### src/rtl/bcp_pkg.sv
package bcp_pkg;

    // Hold-tracking states of the flow controller.
    typedef enum logic [1:0] {
        ST_FLOW  = 2'd0,
        ST_PACK  = 2'd1,
        ST_BLOCK = 2'd2
    } flow_state_e;

endpackage

### src/rtl/bcp_stage.sv
module bcp_stage #(
    parameter int DATA_W = 8
) (
    input  logic              clk,
    input  logic              rst,
    input  logic              load_en,
    input  logic              prev_vld,
    input  logic [DATA_W-1:0] prev_dat,
    output logic              vld_q,
    output logic [DATA_W-1:0] dat_q
);

    // Valid flag: cleared by reset, refreshed whenever the slot loads.
    always_ff @(posedge clk) begin
        if (rst) begin
            vld_q <= 1'b0;
        end else if (load_en) begin
            vld_q <= prev_vld;
        end
    end

    // Payload carries no reset; it is qualified by vld_q.
    always_ff @(posedge clk) begin
        if (load_en) begin
            dat_q <= prev_dat;
        end
    end

endmodule

### src/rtl/bcp_flow_ctrl.sv
module bcp_flow_ctrl
    import bcp_pkg::*;
#(
    parameter int NUM_STAGES = 5
) (
    input  logic                  clk,
    input  logic                  rst,
    input  logic [NUM_STAGES-1:0] stage_vld,
    input  logic                  dst_full,
    input  logic                  src_valid,
    output logic [NUM_STAGES-1:0] load_en,
    output logic                  take_in,
    output logic                  src_hold
);

    localparam int LAST = NUM_STAGES - 1;

    logic [NUM_STAGES-1:0] ready;
    logic [NUM_STAGES-1:0] vld_next;
    logic                  offer;
    flow_state_e           state_q;
    flow_state_e           state_d;

    // A slot may load when it is empty or when its successor moves.
    always_comb begin
        ready[LAST] = ~stage_vld[LAST] | ~dst_full;
        for (int i = LAST - 1; i >= 0; i--) begin
            ready[i] = ~stage_vld[i] | ready[i+1];
        end
    end

    assign load_en = ready;
    assign offer   = src_valid & ~src_hold;
    assign take_in = offer & ready[0] & ~rst;

    // Occupancy the stages will have after the coming edge.
    always_comb begin
        vld_next[0] = ready[0] ? offer : stage_vld[0];
        for (int i = 1; i < NUM_STAGES; i++) begin
            vld_next[i] = ready[i] ? stage_vld[i-1] : stage_vld[i];
        end
    end

    always_comb begin
        state_d = state_q;
        unique case (state_q)
            ST_FLOW, ST_PACK, ST_BLOCK: begin
                if (!dst_full) begin
                    state_d = ST_FLOW;
                end else if (&vld_next) begin
                    state_d = ST_BLOCK;
                end else begin
                    state_d = ST_PACK;
                end
            end
            default: state_d = ST_FLOW;
        endcase
    end

    always_ff @(posedge clk) begin
        if (rst) begin
            state_q <= ST_FLOW;
        end else begin
            state_q <= state_d;
        end
    end

    always_comb begin
        unique case (state_q)
            ST_BLOCK: src_hold = 1'b1;
            ST_FLOW,
            ST_PACK:  src_hold = 1'b0;
            default:  src_hold = 1'b0;
        endcase
    end


    generate
        for (genvar g = 1; g < NUM_STAGES; g++) begin : g_fill
            bubble_fill_chk: assert property (@(posedge clk) disable iff (rst)
                (dst_full && !stage_vld[g] && stage_vld[g-1]) |=> stage_vld[g]);
        end
    endgenerate


    last_hold_chk: assert property (@(posedge clk) disable iff (rst)
        (dst_full && stage_vld[LAST]) |=> stage_vld[LAST]);


    hold_release_chk: assert property (@(posedge clk) disable iff (rst)
        !dst_full |=> !src_hold);


    hold_full_chk: assert property (@(posedge clk) disable iff (rst)
        src_hold |-> ((&stage_vld) && $past(dst_full)));

endmodule

### src/rtl/bubble_collapse_pipe.sv
module bubble_collapse_pipe
    import bcp_pkg::*;
#(
    parameter int DATA_W     = 8,
    parameter int NUM_STAGES = 5
) (
    input  logic              clk,
    input  logic              rst,
    input  logic              src_valid,
    input  logic [DATA_W-1:0] src_data,
    output logic              src_hold,
    output logic              dst_valid,
    output logic [DATA_W-1:0] dst_data,
    input  logic              dst_full
);

    localparam int LAST = NUM_STAGES - 1;

    logic [NUM_STAGES-1:0] stg_vld;
    logic [NUM_STAGES-1:0] stg_load;
    logic [DATA_W-1:0]     stg_dat [NUM_STAGES];
    logic                  take_in;
    logic                  offer_vld;

    assign offer_vld = src_valid & ~src_hold;

    bcp_flow_ctrl #(
        .NUM_STAGES (NUM_STAGES)
    ) ctrl_i (
        .clk       (clk),
        .rst       (rst),
        .stage_vld (stg_vld),
        .dst_full  (dst_full),
        .src_valid (src_valid),
        .load_en   (stg_load),
        .take_in   (take_in),
        .src_hold  (src_hold)
    );

    generate
        for (genvar g = 0; g < NUM_STAGES; g++) begin : g_stage
            if (g == 0) begin : g_head
                bcp_stage #(
                    .DATA_W (DATA_W)
                ) stage_i (
                    .clk      (clk),
                    .rst      (rst),
                    .load_en  (stg_load[g]),
                    .prev_vld (offer_vld),
                    .prev_dat (src_data),
                    .vld_q    (stg_vld[g]),
                    .dat_q    (stg_dat[g])
                );
            end else begin : g_body
                bcp_stage #(
                    .DATA_W (DATA_W)
                ) stage_i (
                    .clk      (clk),
                    .rst      (rst),
                    .load_en  (stg_load[g]),
                    .prev_vld (stg_vld[g-1]),
                    .prev_dat (stg_dat[g-1]),
                    .vld_q    (stg_vld[g]),
                    .dat_q    (stg_dat[g])
                );
            end
        end
    endgenerate

    assign dst_valid = stg_vld[LAST];
    assign dst_data  = stg_dat[LAST];


    out_hold_chk: assert property (@(posedge clk) disable iff (rst)
        (dst_full && dst_valid) |=> (dst_valid && $stable(dst_data)));


    word_count_chk: assert property (@(posedge clk) disable iff (rst)
        $countones(stg_vld) == $past($countones(stg_vld))
            + int'($past(take_in)) - int'($past(dst_valid && !dst_full)));

endmodule

### config.mk
export PLATFORM = sky130hd
export DESIGN_NAME = bubble_collapse_pipe
export DESIGN_NICKNAME = d
export VERILOG_FILES = /design/src/rtl/bcp_pkg.sv /design/src/rtl/bcp_stage.sv /design/src/rtl/bcp_flow_ctrl.sv /design/src/rtl/bubble_collapse_pipe.sv
export SDC_FILE = /design/constraint.sdc
export NUM_CORES = 1
export LEC_CHECK = 0
export BUFFER_PORTS_ARGS = -buffer_cell sky130_fd_sc_hd__buf_2
export CAP_MARGIN = 15
export CORE_MARGIN = 2
export CORE_UTILIZATION = 35
export CTS_CLUSTER_SIZE = 16
export DETAILED_ROUTE_END_ITERATION = 10
export MAX_ROUTING_LAYER = met4
export SETUP_SLACK_MARGIN = 0.15
export SLEW_MARGIN = 30
export SYNTH_ARGS = -nofsm -noshare
export SYNTH_HDL_FRONTEND = slang
export SYNTH_SLANG_ARGS = --single-unit
### constraint.sdc
create_clock -name clk -period 3.1 [get_ports clk]
set_input_delay 0.465 -clock clk [delete_from_list [all_inputs] [get_ports clk]]
set_output_delay 0.465 -clock clk [all_outputs]
set_load 0.02 [all_outputs]
==> qor.log, run 1 <==
[flow_run] number of max-capacitance violations reported 0
[floorplanning] Die H 69.23 um
[worst_hold_path] class of the worst hold path primary input to flip-flop
[floorplanning] Top Ports 22
[outcome] status finished clean
[floorplanning] die area 4792 um2
[timing] worst setup slack after layout 1.491 ns
[clocking] clock network latency to the later pin of the worst-skew pair 0.29 ns
[route] total routed wirelength 1688 um
[clocking] clock transition at the registers of the reported paths 0.08 ns
[timing] Worst Clk Skew 0.009885 ns
[clocking] setup fix buffers added after clock tree synthesis 0
[grt] initial antenna violation count 0
[synthesis] post-synthesis simple-gate area fraction 5.798%
[synthesis] number of nets produced by synthesis 85
[synthesis] distinct cell type count of the synthesized netlist 17
[timing] crit share post-route 51.89%
[place] Post-DP HPWL 1183 um
[clocking] maximum buffer depth of the clock tree 2
[timing] shortest clock period the worst path allows after layout 1.609 ns
[timing] max-slew violation count 0
[worst_setup_path] Max stage delay cell, worst path sky130_fd_sc_hd__nand4_1
[power_and_ir_drop] power density over cell area 703.1 nW/um2
[synthesis] Yosys top cell by area sky130_fd_sc_hd__edfxtp_1
[route] Avg Vias per Cell 4.349
[floorplanning] Die Width 69.23 um
[route] total number of vias 661
[synthesis] EDFF count, synth 40
[synthesis] share of synthesized area occupied by flip-flops and latches 90.08%
[worst_setup_path] cell count of the worst reg-to-reg path 4
[place] worst setup slack before clock tree synthesis 1.255 ns
[synthesis] largest family of logic cells by synthesized area simple AND/OR/NAND/NOR gates
[grt] number of global-route vias before repair 632
[route] number of DRC violations after detailed-routing iteration 0 27
[worst_setup_path] worst path arrival time 1.85 ns
[timing] top achievable clock speed 621.6 MHz
[power_and_ir_drop] largest voltage drop on the vdd net 0.3726 mV
[synthesis] Synth async-reset ratio 0%
[synthesis] Post-Syn Area per Cell 20.40 um2
[worst_setup_path] data required time of the worst path 3.34 ns
[power_and_ir_drop] P_leak 0.6937 nW
[synthesis] Yosys top cell area share 80.67%
[timing] setup total negative slack 0 ns
[layout] share of final-layout standard cells stronger than drive strength 1 29.41%
[synthesis] mux cell area share after synthesis 0%
[synthesis] share of synthesized cell area in full adder, half adder and majority cells 0.7563%
[route] Pre-Repair DR Iteration Count 2
[layout] net total in the final layout 113
[timing] transition at the pin with the smallest max-transition slack 0.4992 ns
[synthesis] top post-synthesis cells by area sky130_fd_sc_hd__edfxtp_1 (81%), sky130_fd_sc_hd__dfxtp_1 (9.4%), sky130_fd_sc_hd__a21oi_1 (1.3%)
[synthesis] count of warnings emitted by yosys 0
[synthesis] fraction of synthesized cell area in xor and xnor cells 0%
[clocking] clock tree from TritonCTS yes
[clocking] number of gates given a new drive strength after cts 0
[worst_setup_path] Critical Path Sink Type flip-flop
[worst_hold_path] cell depth of the worst min-delay path 1
[worst_setup_path] maximum net fanout on the critical path 10
[synthesis] Compound-Gate Fraction of Synth Area 2.353%
[layout] finished layout cell area 1789 um2
[worst_setup_path] CP cell instances and3_1 > nand4_1 > o311ai_1 > and4b_1
[route] count of antenna-violating nets left after detailed routing 0
[grt] remaining global-route overflow 0
[grt] wire length of the first global-routing pass 2684 um
[clocking] CTS buffer count 5
[timing] worst slew margin relative to its limit 66.62%
[place] Placer Congestion 0.7222
[worst_setup_path] kind of critical path flip-flop to flip-flop
[synthesis] leading register cell type out of synthesis sky130_fd_sc_hd__edfxtp_1
[route] routed wirelength normalized by instance count 11.11 um
[clocking] number of hold buffers added after cts 0
[clocking] TritonCTS sink count 47
[layout] area added between synthesis and finish 20.17%
[floorplanning] initial core utilization 36.69%
[route] final routed DRC violation total 0
[synthesis] Cells after Synth 73
[timing] Setup violations, final 0
[timing] unrepaired setup endpoints after global routing false
[floorplanning] Placeable Area 4058 um2
[grt] largest net degree at the start of global routing 15
[synthesis] synthesis-stage register bit count 47
[layout] Final Core Density 44.10%
[place] DP Area 1657 um2
[worst_setup_path] Worst Setup Start Kind flip-flop
[synthesis] most common cell in the netlist sky130_fd_sc_hd__edfxtp_1
[timing] Final Hold Fails 0
[worst_setup_path] slowest stage delay, CP 0.44 ns
[grt] GRT Resource Usage Total 7.828%
[layout] antenna cells 0
[synthesis] most frequent cells after synthesis sky130_fd_sc_hd__edfxtp_1 (40), sky130_fd_sc_hd__dfxtp_1 (7), sky130_fd_sc_hd__a21oi_1 (4), sky130_fd_sc_hd__inv_1 (4), sky130_fd_sc_hd__nand2_1 (4)
[clocking] depth of the CTS H-tree 2
[synthesis] Netlist Area Pre-Place 1489 um2
[clocking] clock root cell sky130_fd_sc_hd__clkbuf_8
[floorplanning] FP Rows 23
[place] buffers added on ports 21
==> layout by cell type (no fill, tap or decap) <==
cell / count
sky130_fd_sc_hd__a31oi_1: 1
sky130_fd_sc_hd__nand4_1: 1
sky130_fd_sc_hd__nand2_1: 4
sky130_fd_sc_hd__and3_1: 1
sky130_fd_sc_hd__inv_1: 4
sky130_fd_sc_hd__dfxtp_1: 7
sky130_fd_sc_hd__o311ai_1: 1
sky130_fd_sc_hd__nand2b_1: 1
sky130_fd_sc_hd__and4b_1: 1
sky130_fd_sc_hd__buf_2: 21
sky130_fd_sc_hd__clkbuf_1: 1
sky130_fd_sc_hd__nand4b_1: 1
sky130_fd_sc_hd__nor2_1: 3
sky130_fd_sc_hd__nor4bb_1: 1
sky130_fd_sc_hd__a21oi_1: 4
sky130_fd_sc_hd__edfxtp_1: 40
sky130_fd_sc_hd__nand3_1: 1
sky130_fd_sc_hd__clkbuf_8: 5
sky130_fd_sc_hd__and3_2: 1
sky130_fd_sc_hd__bufinv_16: 2
sky130_fd_sc_hd__maj3_2: 1
==> cell families (layout without fill, tap and decap cells) <==
group                    count (synthesis)  after routing
flip-flops                              47             47
AND/OR/NAND/NOR                         15             15
AO/OA/AOI/OAI                            6              6
buffers and inverters                    4             33
adder cells (fa/ha/maj)                  1              1
==> power breakdown <==
group | switching, W | internal (W)
sequential | 0.00000860 | 0.000714
combinational | 0.0000153 | 0.0000107
clock | 0.000187 | 0.000322
total | 0.000211 | 0.00105
==> layout make-up <==
type,count,area (um2)
fill,362,2268
sequential,47,1341
multi-input combinational,22,132.6
timing repair buffer,21,105.1
clock buffer,6,72.57
tap,50,62.56
clock inverter,2,60.06
inverter,4,15.01
==> registers in the layout (all words and copies together), names as in the netlist <==
signal,cells
ctrl_i.state_q,2
g_stage.g_head.stage_i.vld_q,1
g_stage.g_body.stage_i.dat_q,32
g_stage.g_head.stage_i.dat_q,8
g_stage.g_body.stage_i.vld_q,4
==> path summary, 6_finish.rpt <==
path                                                          from                                 end  slack (ns)
worst max-delay path               g_stage[4].g_body.stage_i.vld_q                   ctrl_i.state_q[1]        1.49
worst min-delay path                                   src_data[6]  g_stage[0].g_head.stage_i.dat_q[6]        0.35
worst max register to register     g_stage[4].g_body.stage_i.vld_q                   ctrl_i.state_q[1]        1.49
worst min register to register  g_stage[1].g_body.stage_i.dat_q[3]  g_stage[2].g_body.stage_i.dat_q[3]        0.41
==> worst max-delay path, delay by kind of cell, from the launching register on <==
kind	cells	cell delay [ns]
flops	1	0.38
compound gates	1	0.25
simple gates	3	0.93
==> metal layers <==
| metal | vias to the layer above | wire [um] | track usage [%] |
|---|---|---|---|
| met3 | 2 | 96 | 5.523 |
| met4 | 0 | 22 | 4.575 |
| met1 | 302 | 717 | 7.350 |
| met2 | 21 | 852 | 11.65 |
| li1 | 336 | - | - |
| met5 | - | 0 | - |
==> metrics by stage <==
step / power (W) / hold WS, ns / std cells
floorplan: 0.0007465 / 0.4003 / 73
global placement: 0.0007613 / 0.4022 / 144
detailed placement: 0.0007642 / 0.4045 / 144
CTS: 0.001270 / 0.3330 / 152
global route: 0.001305 / 0.3234 / 152
finish: 0.001258 / 0.3468 / 152
No activity file was read; power rests on OpenSTA's default activity.
==> run 2, diff against run 1 <==
==> constraint.sdc (replaced) <==
create_clock -name clk -period 1.4 [get_ports clk]
set_input_delay 0.21 -clock clk [delete_from_list [all_inputs] [get_ports clk]]
set_output_delay 0.21 -clock clk [all_outputs]
set_load 0.02 [all_outputs]
==> qor.log, run 2 (synthesis results as in run 1) <==
[clocking] depth of the CTS H-tree 2 [unchanged]
[layout] net total in the final layout 116 [+2.7%]
[clocking] CTS buffer count 5 [unchanged]
[worst_setup_path] Critical R2R Launch g_stage[2].g_body.stage_i.vld_q
[layout] highest-count cells in the layout ignoring fill and taps sky130_fd_sc_hd__edfxtp_1 (40), sky130_fd_sc_hd__buf_2 (21), sky130_fd_sc_hd__clkbuf_8 (5)
[floorplanning] Top Ports 22 [unchanged]
[timing] worst slew margin relative to its limit 74.22% [+7.6 points]
[route] total routed wirelength 1692 um [+0.24%]
[layout] most common library cell in the layout ignoring fill and taps sky130_fd_sc_hd__edfxtp_1
[floorplanning] die area 4792 um2 [unchanged]
[floorplanning] initial core utilization 36.69% [unchanged]
[route] routed wirelength normalized by instance count 10.92 um [-1.7%]
[timing] Final Hold Fails 0 [unchanged]
[layout] Most flops, register g_stage.g_body.stage_i.dat_q
[timing] hold slack final 0.08786 ns [-0.2589 ns]
[grt] initial antenna violation count 0 [unchanged]
[place] Placer Congestion 0.7126 [-1.3%]
[timing] worst setup slack after layout 0.1074 ns [-1.384 ns]
[worst_setup_path] Worst Setup Start Kind flip-flop
[layout] largest registers ranked by flip-flop count g_stage.g_body.stage_i.dat_q (32), g_stage.g_head.stage_i.dat_q (8), g_stage.g_body.stage_i.vld_q (4)
[layout] flip-flop count of the largest register after layout 32 [unchanged]
[clocking] clock transition at the registers of the reported paths 0.08 ns [about the same]
[route] count of antenna-violating nets left after detailed routing 0 [unchanged]
[grt] number of global-route vias before repair 681 [+7.8%]
[worst_hold_path] class of the worst hold path primary input to flip-flop
[worst_setup_path] Critical Path Sink Type flip-flop
[grt] remaining global-route overflow 0 [unchanged]
[route] total number of vias 687 [+3.9%]
[timing] top achievable clock speed 773.6 MHz [+24%]
[worst_setup_path] kind of critical path flip-flop to flip-flop
[place] buffers added on ports 21 [unchanged]
[worst_setup_path] maximum net fanout on the critical path 3 [-7]
[timing] Worst Clk Skew 0.01044 ns [+0.0005585 ns]
[place] Post-DP HPWL 1210 um [+2.3%]
[outcome] status finished clean
[worst_setup_path] worst path arrival time 1.48 ns [-0.37 ns]
[grt] GRT Resource Usage Total 7.924% [+0.096 points]
[floorplanning] Placeable Area 4058 um2 [unchanged]
[timing] max-slew violation count 0 [unchanged]
[timing] unrepaired setup endpoints after global routing true
[clocking] maximum buffer depth of the clock tree 2 [unchanged]
[timing] setup total negative slack 0 ns [unchanged]
[layout] share of final-layout standard cells stronger than drive strength 1 36.19% [+6.8 points]
[route] number of DRC violations after detailed-routing iteration 0 12 [-56%]
[worst_setup_path] launching instance or port of the critical path g_stage[2].g_body.stage_i.vld_q
[floorplanning] Die Width 69.23 um [unchanged]
[route] final routed DRC violation total 0 [unchanged]
[power_and_ir_drop] power density over cell area 1449 nW/um2 [+110%]
[timing] Setup violations, final 0 [unchanged]
[clocking] clock root cell sky130_fd_sc_hd__clkbuf_8
[floorplanning] Die H 69.23 um [unchanged]
[clocking] clock network latency to the later pin of the worst-skew pair 0.30 ns [about the same]
[place] worst setup slack before clock tree synthesis 0.03824 ns [-1.217 ns]
[floorplanning] FP Rows 23 [unchanged]
[layout] area added between synthesis and finish 21.26%
[timing] shortest clock period the worst path allows after layout 1.293 ns [-0.3161 ns]
[clocking] clock tree from TritonCTS yes
[worst_hold_path] start point of the worst hold path src_data[5]
[clocking] TritonCTS sink count 47 [unchanged]
[grt] largest net degree at the start of global routing 16 [+1]
[power_and_ir_drop] largest voltage drop on the vdd net 0.7717 mV [+110%]
[power_and_ir_drop] P_leak 0.6986 nW [+0.70%]
[layout] number of fill cells in the layout 359 [-0.83%]
[worst_setup_path] data required time of the worst path 1.59 ns [-1.75 ns]
[route] Avg Vias per Cell 4.432 [+1.9%]
[route] Pre-Repair DR Iteration Count 4 [+2]
[flow_run] number of max-capacitance violations reported 0 [unchanged]
[grt] wire length of the first global-routing pass 2815 um [+4.9%]
[timing] crit share post-route 92.33% [+40 points]
[layout] antenna cells 0 [unchanged]
[timing] transition at the pin with the smallest max-transition slack 0.3856 ns [-0.1136 ns]
[run 2: changes by cell type in the layout (fill, tap and decap cells not counted), sizes merged]
cell	delta
clkbuf	-1
inv	+1
clkinv	+1
bufinv	-1
buf	+3
[run 2: path summary, 6_finish.rpt]
kind | slack, ns | to | cells past startpoint
setup / recovery | 0.11 | ctrl_i.state_q[0] | 4
hold / removal | 0.09 | g_stage[0].g_head.stage_i.dat_q[5] | 1
setup reg to reg | 0.11 | ctrl_i.state_q[0] | 4
hold reg to reg | 0.42 | g_stage[2].g_body.stage_i.dat_q[1] | 0
[run 2: area by class of cell]
cell class / instances / area [um2] / share of cell area, %
multi-input cells: 22 / 137.6 / 7.623
repair buffers: 24 / 127.6 / 7.069
clock buffers: 5 / 68.82 / 3.812
flip-flops and latches: 47 / 1351 / 74.84
well taps: 50 / 62.56 / 3.465
inverters: 4 / 15.01 / 0.8316
clock inverters: 3 / 42.54 / 2.356
[run 2: where the power goes]
| part | internal (W) | leakage [nW] | total [W] | switching, W |
|---|---|---|---|---|
| clock | 0.000532 | 0.0562 | 0.000960 | 0.000428 |
| combinational | 0.0000250 | 0.159 | 0.0000605 | 0.0000355 |
| sequential | 0.00158 | 0.483 | 0.00160 | 0.0000177 |
[run 2: through the flow]
stage / instances / area, um2 / utilization (%) / power [W]
final: 155 / 1805 / 44.50 / 0.002616
after global routing: 155 / 1805 / 44.50 / 0.002713
after CTS: 155 / 1805 / 44.50 / 0.002641
after detailed placement: 146 / 1680 / 41.41 / 0.001691
after global placement: 146 / 1680 / 41.41 / 0.001684
after floorplan: 73 / 1498 / - / 0.001651
[run 2: timing repair]
| item | CTS | global route |
|---|---|---|
| setup buffers | 1 | 0 |
| resized for setup | 4 | 0 |
| setup endpoints to repair | 10 | 11 |
| pin swaps | 4 | 0 |
| hold buffers | 0 | 0 |
[run 2: worst max-delay path: stages, from the launching register on]
cell	delay, ns
sky130_fd_sc_hd__dfxtp_4	0.35
sky130_fd_sc_hd__maj3_2	0.30
sky130_fd_sc_hd__a31oi_1	0.13
sky130_fd_sc_hd__o311ai_1	0.12
sky130_fd_sc_hd__nor4bb_1	0.30
[run 2: metal layers]
metal	part of all wire (%)	global-route usage (%)
met2	49	12.29
met4	2.1	5.229
met5	0	-
met3	7.4	3.779
met1	42	7.930
